==> config.mk <==
export PLATFORM = sky130hd
export DESIGN_NAME = mask_vec_exec
export DESIGN_NICKNAME = d
export VERILOG_FILES = /design/src/rtl/mvx_pkg.sv /design/src/rtl/mvx_pick.sv /design/src/rtl/mvx_lane_op.sv /design/src/rtl/mask_vec_exec.sv
export SDC_FILE = /design/constraint.sdc
export NUM_CORES = 1
export LEC_CHECK = 0
export ABC_CLOCK_PERIOD_IN_PS = 1100
export BUFFER_PORTS_ARGS = -buffer_cell sky130_fd_sc_hd__buf_2
export CAP_MARGIN = 20
export CORE_MARGIN = 2
export CORE_UTILIZATION = 58
export CTS_CLUSTER_DIAMETER = 50
export DETAILED_ROUTE_END_ITERATION = 7
export PLACE_DENSITY_LB_ADDON = 0.08
export SLEW_MARGIN = 20
export SYNTH_ARGS = -nofsm -noshare
export SYNTH_HDL_FRONTEND = slang
export SYNTH_HIERARCHICAL = 1
export SYNTH_SLANG_ARGS = --single-unit
==> constraint.sdc <==
create_clock -name clk -period 1.1 [get_ports clk]
set_clock_uncertainty 0.05 [all_clocks]
set_input_delay 0.165 -clock clk [delete_from_list [all_inputs] [get_ports clk]]
set_output_delay 0.165 -clock clk [all_outputs]
set_load 0.1 [all_outputs]
==> src/rtl/mvx_pkg.sv <==
package mvx_pkg;
  typedef enum logic [2:0] {
    CMD_MUL = 3'b000,
    CMD_ADD = 3'b001,
    CMD_CPA = 3'b010,
    CMD_CPB = 3'b011,
    CMD_MNZ = 3'b100,
    CMD_MGE = 3'b101,
    CMD_MINV = 3'b110,
    CMD_MALL = 3'b111
  } mvx_cmd_e;

  function automatic logic is_mask_cmd(input logic [2:0] c);
    return c[2];
  endfunction
endpackage

==> src/rtl/mvx_pick.sv <==
module mvx_pick #(
  parameter int N  = 8,
  localparam int IW = (N > 1) ? $clog2(N) : 1
) (
  input  logic [N-1:0]  req,
  output logic          found,
  output logic [IW-1:0] idx,
  output logic [N-1:0]  onehot
);
  // lowest set bit wins: scan from the top so the last hit is the lowest
  always_comb begin
    found = 1'b0;
    idx   = '0;
    for (int i = N - 1; i >= 0; i--) begin
      if (req[i]) begin
        found = 1'b1;
        idx   = IW'(i);
      end
    end
    onehot = found ? (N'(1) << idx) : '0;
  end
endmodule

==> src/rtl/mvx_lane_op.sv <==
module mvx_lane_op #(
  parameter int EW = 8
) (
  input  logic [1:0]    op,
  input  logic [EW-1:0] a,
  input  logic [EW-1:0] b,
  output logic [EW-1:0] y
);
  always_comb begin
    unique case (op)
      2'b00:   y = a * b;
      2'b01:   y = a + b;
      2'b10:   y = a;
      default: y = b;
    endcase
  end
endmodule

==> src/rtl/mask_vec_exec.sv <==
module mask_vec_exec
  import mvx_pkg::*;
#(
  parameter int N_ELEM = 8,
  parameter int EW     = 8,
  localparam int IW    = (N_ELEM > 1) ? $clog2(N_ELEM) : 1,
  localparam int LW    = $clog2(N_ELEM + 1),
  localparam int VW    = N_ELEM * EW
) (
  input  logic          clk,
  input  logic          rst_n,
  input  logic          start,
  input  logic [2:0]    cmd,
  input  logic          dense,
  input  logic [LW-1:0] vlen,
  input  logic [VW-1:0] src_a,
  input  logic [VW-1:0] src_b,
  output logic          busy,
  output logic          done,
  output logic          wr_en,
  output logic [IW-1:0] wr_idx,
  output logic [EW-1:0] wr_data,
  output logic [N_ELEM-1:0] mask_o
);
  // reset: asserted asynchronously, released on a clock edge
  logic [1:0] rs_q;
  logic       rst_i_n;
  always_ff @(posedge clk or negedge rst_n) begin
    if (!rst_n) rs_q <= '0;
    else        rs_q <= {rs_q[0], 1'b1};
  end
  assign rst_i_n = rs_q[1];

  // control state
  logic              busy_q, busy_d;
  logic              done_q, done_d;
  logic              dense_q;
  logic [N_ELEM-1:0] mask_q, mask_d;
  logic [N_ELEM-1:0] pend_q, pend_d;
  logic [LW-1:0]     cnt_q, cnt_d;
  logic [LW-1:0]     len_q;
  logic [1:0]        op_q;
  logic              wr_en_q, wr_en_d;
  // datapath state
  logic [VW-1:0]     a_q, b_q;
  logic [IW-1:0]     wr_idx_q;
  logic [EW-1:0]     wr_data_q;

  // length clamp and per-lane length/compare masks
  logic [LW-1:0]     veff;
  logic [N_ELEM-1:0] lenm, nzm, gem;
  assign veff = (vlen > LW'(N_ELEM)) ? LW'(N_ELEM) : vlen;

  for (genvar i = 0; i < N_ELEM; i++) begin : g_lane
    assign lenm[i] = (LW'(i) < veff);
    assign nzm[i]  = lenm[i] && (src_a[i*EW +: EW] != '0);
    assign gem[i]  = lenm[i] &&
                     ($signed(src_a[i*EW +: EW]) >= $signed(src_b[i*EW +: EW]));
  end

  // density-time picker over the pending set
  logic              pk_found;
  logic [IW-1:0]     pk_idx;
  logic [N_ELEM-1:0] pk_hot;
  mvx_pick #(.N(N_ELEM)) u_pick (
    .req(pend_q), .found(pk_found), .idx(pk_idx), .onehot(pk_hot)
  );

  // issue stage
  logic          iss_vld, iss_en, finish, accept;
  logic [IW-1:0] iss_idx;
  logic [EW-1:0] lane_y;
  always_comb begin
    if (dense_q) begin
      iss_vld = busy_q && pk_found;
      iss_idx = pk_idx;
      iss_en  = 1'b1;
    end else begin
      iss_vld = busy_q && (cnt_q < len_q);
      iss_idx = IW'(cnt_q);
      iss_en  = mask_q[iss_idx];
    end
  end

  mvx_lane_op #(.EW(EW)) u_op (
    .op(op_q), .a(a_q[iss_idx*EW +: EW]), .b(b_q[iss_idx*EW +: EW]), .y(lane_y)
  );

  assign accept = start && !busy_q;
  assign finish = busy_q && !iss_vld;

  // next state
  always_comb begin
    busy_d  = busy_q;
    done_d  = 1'b0;
    mask_d  = mask_q;
    pend_d  = pend_q;
    cnt_d   = cnt_q;
    wr_en_d = iss_vld && iss_en;
    if (accept) begin
      if (is_mask_cmd(cmd)) begin
        done_d = 1'b1;
        unique case (mvx_cmd_e'(cmd))
          CMD_MNZ:  mask_d = nzm;
          CMD_MGE:  mask_d = gem;
          CMD_MINV: mask_d = ~mask_q;
          default:  mask_d = '1;
        endcase
      end else begin
        busy_d = 1'b1;
        pend_d = mask_q & lenm;
        cnt_d  = '0;
      end
    end else if (finish) begin
      busy_d = 1'b0;
      done_d = 1'b1;
    end else if (iss_vld) begin
      if (dense_q) pend_d = pend_q & ~pk_hot;
      else         cnt_d  = cnt_q + LW'(1);
    end
  end

  // control registers
  always_ff @(posedge clk or negedge rst_i_n) begin
    if (!rst_i_n) begin
      busy_q  <= 1'b0;
      done_q  <= 1'b0;
      mask_q  <= '1;
      pend_q  <= '0;
      cnt_q   <= '0;
      wr_en_q <= 1'b0;
      dense_q <= 1'b0;
      len_q   <= '0;
      op_q    <= '0;
    end else begin
      busy_q  <= busy_d;
      done_q  <= done_d;
      mask_q  <= mask_d;
      pend_q  <= pend_d;
      cnt_q   <= cnt_d;
      wr_en_q <= wr_en_d;
      if (accept && !is_mask_cmd(cmd)) begin
        dense_q <= dense;
        len_q   <= veff;
        op_q    <= cmd[1:0];
      end
    end
  end

  // datapath registers, clock-enabled, no reset
  always_ff @(posedge clk) begin
    if (accept && !is_mask_cmd(cmd)) begin
      a_q <= src_a;
      b_q <= src_b;
    end
    if (iss_vld) begin
      wr_idx_q  <= iss_idx;
      wr_data_q <= lane_y;
    end
  end

  assign busy    = busy_q;
  assign done    = done_q;
  assign wr_en   = wr_en_q;
  assign wr_idx  = wr_idx_q;
  assign wr_data = wr_data_q;
  assign mask_o  = mask_q;
endmodule

==> results of run 1 <==
## logic make-up after synthesis
group	count (synthesis)	synth area share, %
AOI/OAI and AO/OA	279	16.2
and+or+nand+nor	228	10.5
buffers and inverters	176	6.95
DFF	171	45.4
adders and majority gates	104	12.7
muxes	50	6.37
xor gates and xnor gates	17	1.80
other	1	0.0342
## Yosys cell counts, types with 8 or more instances
master    instances  area, um2
a21o_1           14        105
nor3_1           25        125
mux2i_1          23        230
nand4_1          10       62.6
a211o_1          16        140
ha_1             91       1140
buf_2            19       95.1
edfxtp_1        139       4170
and2_1           19        119
a21oi_1          49        245
dfstp_2           8        210
mux2_4           11        165
o21ai_1          37        185
a211oi_1         28        210
mux4_2            8        180
fa_1             13        260
clkbuf_1         15       56.3
o21ai_0          72        360
nand3_1          16       80.1
o211ai_1         25        188
dfrtp_1          24        601
nor2_1           37        139
nand2b_1         21        131
nor4_1           15       93.8
inv_1           128        480
nand2_1          62        233
## through the flow
stage	setup TNS, ps	worst slack [ps]	hold slack [ps]	cells
3_3_place_gp	-131010	-4250	-100	1623
4_1_cts	-133430	-4310	0.0638	1831
2_1_floorplan	-150380	-4140	-181	1026
3_5_place_dp	-134740	-4340	-97.3	1623
## timing repair
action | 4_1_cts
buffers inserted | 32
gates cloned | 20
pin swaps | 31
resized for setup | 88
hold buffers | 124
endpoints found under the hold margin | 124
endpoints found under the setup margin | 202
==> metrics.csv, run 1 <==
metric,value,unit
status,stopped before the end,
Fail Step,5_1_grt,
First Err,"[ERROR DPL-0038] Utilization greater than 100%, impossible to legalize",
die width,142,um
Seq cells post-synth,171,
GP Congestion,0.952,
DP Wirelength,25.4,mm
clock root buffer,clkbuf_16,
Syn Inst Count,1026,
Post-Syn Area,0.0110,mm2
Die H,142,um
Async SR Flop Fraction,18.7,%
Boundary Pins,161,
Clock Path Buffers,2,
Sink Count,171,
number of flops mapped to enable cells by yosys,139,
Initial Util,58.9,%
# port buffers,160,
Post-Syn Nets,1269,
synthesized area per cell,10.7,um2
total CTS buffers,17,
WEP type,register data pin,
depth of the CTS H-tree,4,
Synth Warn #,6,
Worst EP post-GRT repair,wr_data[7]$_DFFE_PP_/D,
"Distinct cells, synth",67,
Rows,50,
pin count of the biggest net entering global routing,41,
placed cell areas,0.0144,mm2
sequential area share after synthesis,45.4,%
Main synth FF type,edfxtp_1,
==> inputs of run 2 (changes only) <==
Settings changed: CORE_UTILIZATION 58 to 40, CTS_CLUSTER_DIAMETER 50 to default, PLACE_DENSITY_LB_ADDON 0.08 to 0.15.
==> metrics.csv, run 2 <==
metric,value,unit
Rel. slew slack,64.0,%
failing checks,negative setup slack,
top-count cell post-synth,edfxtp_1,
"Req. time, crit path",1240,ps
Final min period,5430,ps
synthesized area per cell,10.7,um2
"commonest non-fill, non-tap cell in the layout",buf_4,
sequential area share after synthesis,45.4,%
die width,170,um
Clock Path Buffers,2,
fin crit share,494,%
gr ovfl total,0,
"Distinct cells, synth",67,
Layout Nets,1869,
Pwr per Cell Area,3810,mW/mm2
most frequent cells in the layout,"262 x buf_4, 139 x edfxtp_1, 138 x buf_2, 124 x dlygate4sd3_1, 119 x inv_1",
Post-Syn Area,0.0110,mm2
Syn Inst Count,1026,
final hold slack,9.44,ps
final worst setup slack,-4330,ps
"Slew Viols, Final",0,
number of flops mapped to enable cells by yosys,139,
pin count of the biggest net entering global routing,39,
TritonCTS clock tree,yes,
DP Wirelength,26.9,mm
Initial Util,40.7,%
Synth top cells by count,"139 x edfxtp_1, 128 x inv_1, 91 x ha_1",
worst-path fanout max,9,
crit path DAT,5570,ps
total routed wirelength,38.2,mm
Worst setup EP type,flip-flop,
GP Congestion,0.912,
layout cells sized above 1,42.2,%
clk_lat worst skew,450,ps
via count,10400,
drt wl/cell,19.3,um
synth top area cells,"edfxtp_1 38%, ha_1 10%, dfrtp_1 5.5%, inv_1 4.4%, o21ai_0 3.3%",
Rows,60,
# port buffers,160,
Post-Syn Nets,1269,
CP Class,flip-flop to flip-flop,
vias in the first global route,10700,
drt pass-1 iters,5,
Synth Warn #,6,
Main synth FF type,edfxtp_1,
initial antenna violation count,0,
Die Footprint,0.0288,mm2
Boundary Pins,161,
vias per cell,5.27,
Synth top area share,38.0,%
RSZ-0062 raised after global routing,yes,
GRT Total Usage,27.0,%
core region area,0.0270,mm2
overall power,68.8,mW
depth of the CTS H-tree,4,
maxcap violations,0,
total negative setup slack,-113430,ps
Setup Viol. Count Final,202,
status,"finished, violations left",
Top Registers,"a_q: 64 flops, b_q: 64 flops",
"Reg clk slew, reported paths",80,ps
slew of the pin with the lowest slew margin,535,ps
Syn-to-layout area delta,64.2,%
LEAKAGE,8.00,nW
count of final hold-check violations,0,
Seq cells post-synth,171,
post-route ant nets,0,
Sink Count,171,
startpoint type of the worst setup path,flip-flop,
Async SR Flop Fraction,18.7,%
clock root buffer,clkbuf_16,
first-pass GRT wire length,58.5,mm
"area leader, netlist",edfxtp_1,
number of diodes,0,
DR DRC count,0,
total CTS buffers,17,
Worst Hold Class,primary input to flip-flop,
Max Clock Freq,184,MHz
VDD IR max,4.08,mV
violation count after the first detailed-routing iteration,873,
Die H,170,um
run 2: cell counts after synthesis:
No cell type changed its count.
run 2: cell families (layout without fill, tap and decap cells):
| group | count (synthesis) | in the layout | synth area share [%] |
|---|---|---|---|
| simple gates | 228 | 228 | 10.5 |
| fa+ha+maj | 104 | 104 | 12.7 |
| mux | 50 | 50 | 6.37 |
| buf+inv | 176 | 789 | 6.95 |
| flops | 171 | 171 | 45.4 |
| other cells | 1 | 1 | 0.0342 |
| xor+xnor | 17 | 17 | 1.80 |
| compound gates | 279 | 279 | 16.2 |
run 2: path summary, 6_finish.rpt:
check / slack, ps / startpoint / to / cells past startpoint
max: -4330 / pend_q[5] / wr_data[7] / 23
min: 9 / src_a[63] / a_q[63] / 2
max reg2reg: -4330 / pend_q[5] / wr_data[7] / 23
min reg2reg: 180 / rs_q[1] / busy / 1
max in group asynchronous: 370 / rst_n / rs_q[1] / 3
min in group asynchronous: 180 / rs_q[1] / busy / 1
run 2: cell type report:
| class | instances | area [um2] |
|---|---|---|
| clock buffers | 17 | 425 |
| clock inverters | 15 | 191 |
| fillers | 2062 | 8920 |
| inverters | 131 | 514 |
| multi-input cells | 679 | 5800 |
| flip-flops and latches | 171 | 5000 |
| well taps | 341 | 427 |
| repair buffers | 624 | 5660 |
| repair inverters | 2 | 22.5 |
run 2: report_power, final:
part	switching (mW)	leakage (nW)	internal, mW
combinational	26.0	6.05	26.5
clock	3.21	0.291	3.12
sequential	0.927	1.66	9.01
run 2: per-layer routing:
metal | wire length, um | track usage, % | up-vias
li1 | - | - | 4968
met1 | 15800 | 34.2 | 5027
met2 | 18600 | 45.5 | 365
met4 | 1280 | 10.1 | 0
met3 | 2540 | 5.76 | 77
met5 | 0 | 0 | -
run 2: per-stage QoR:
stage / cells / setup slack, ps / util [%] / cell area (um2)
2_1_floorplan: 1026 / -4140 / - / 11300
3_3_place_gp: 1750 / -4270 / 54.5 / 14700
3_5_place_dp: 1750 / -4290 / 54.5 / 14700
4_1_cts: 1978 / -4300 / 66.4 / 17900
5_1_grt: 1980 / -4550 / 66.9 / 18000
6_report: 1980 / -4330 / 66.9 / 18000
run 2: what timing repair did:
item,CTS,global route
endpoints found under the setup margin,202,202
cloned,16,1
setup buffers,60,15
hold buffers,124,0
pin swaps,34,13
hold endpoints to repair,124,0
resized for setup,143,53
run 2: worst max-delay path: stages, from the launching register on:
cell      delay, ps
dfrtp_1         420
nor2_1          210
o21ai_2          90
a21boi_2        210
mux2i_4         110
buf_12          150
buf_16          140
buf_12          140
mux2i_1         120
nand2_1          70
o21ai_1         100
o21ai_2         240
nand2_2         100
fa_2            390
fa_1            520
inv_2            50
fa_1            530
inv_1            50
fa_1            370
xor2_1          170
xnor3_1         250
xnor3_1         210
xnor3_1         200
o311a_1         290
Note: power is estimated with default switching activity, not from simulation.
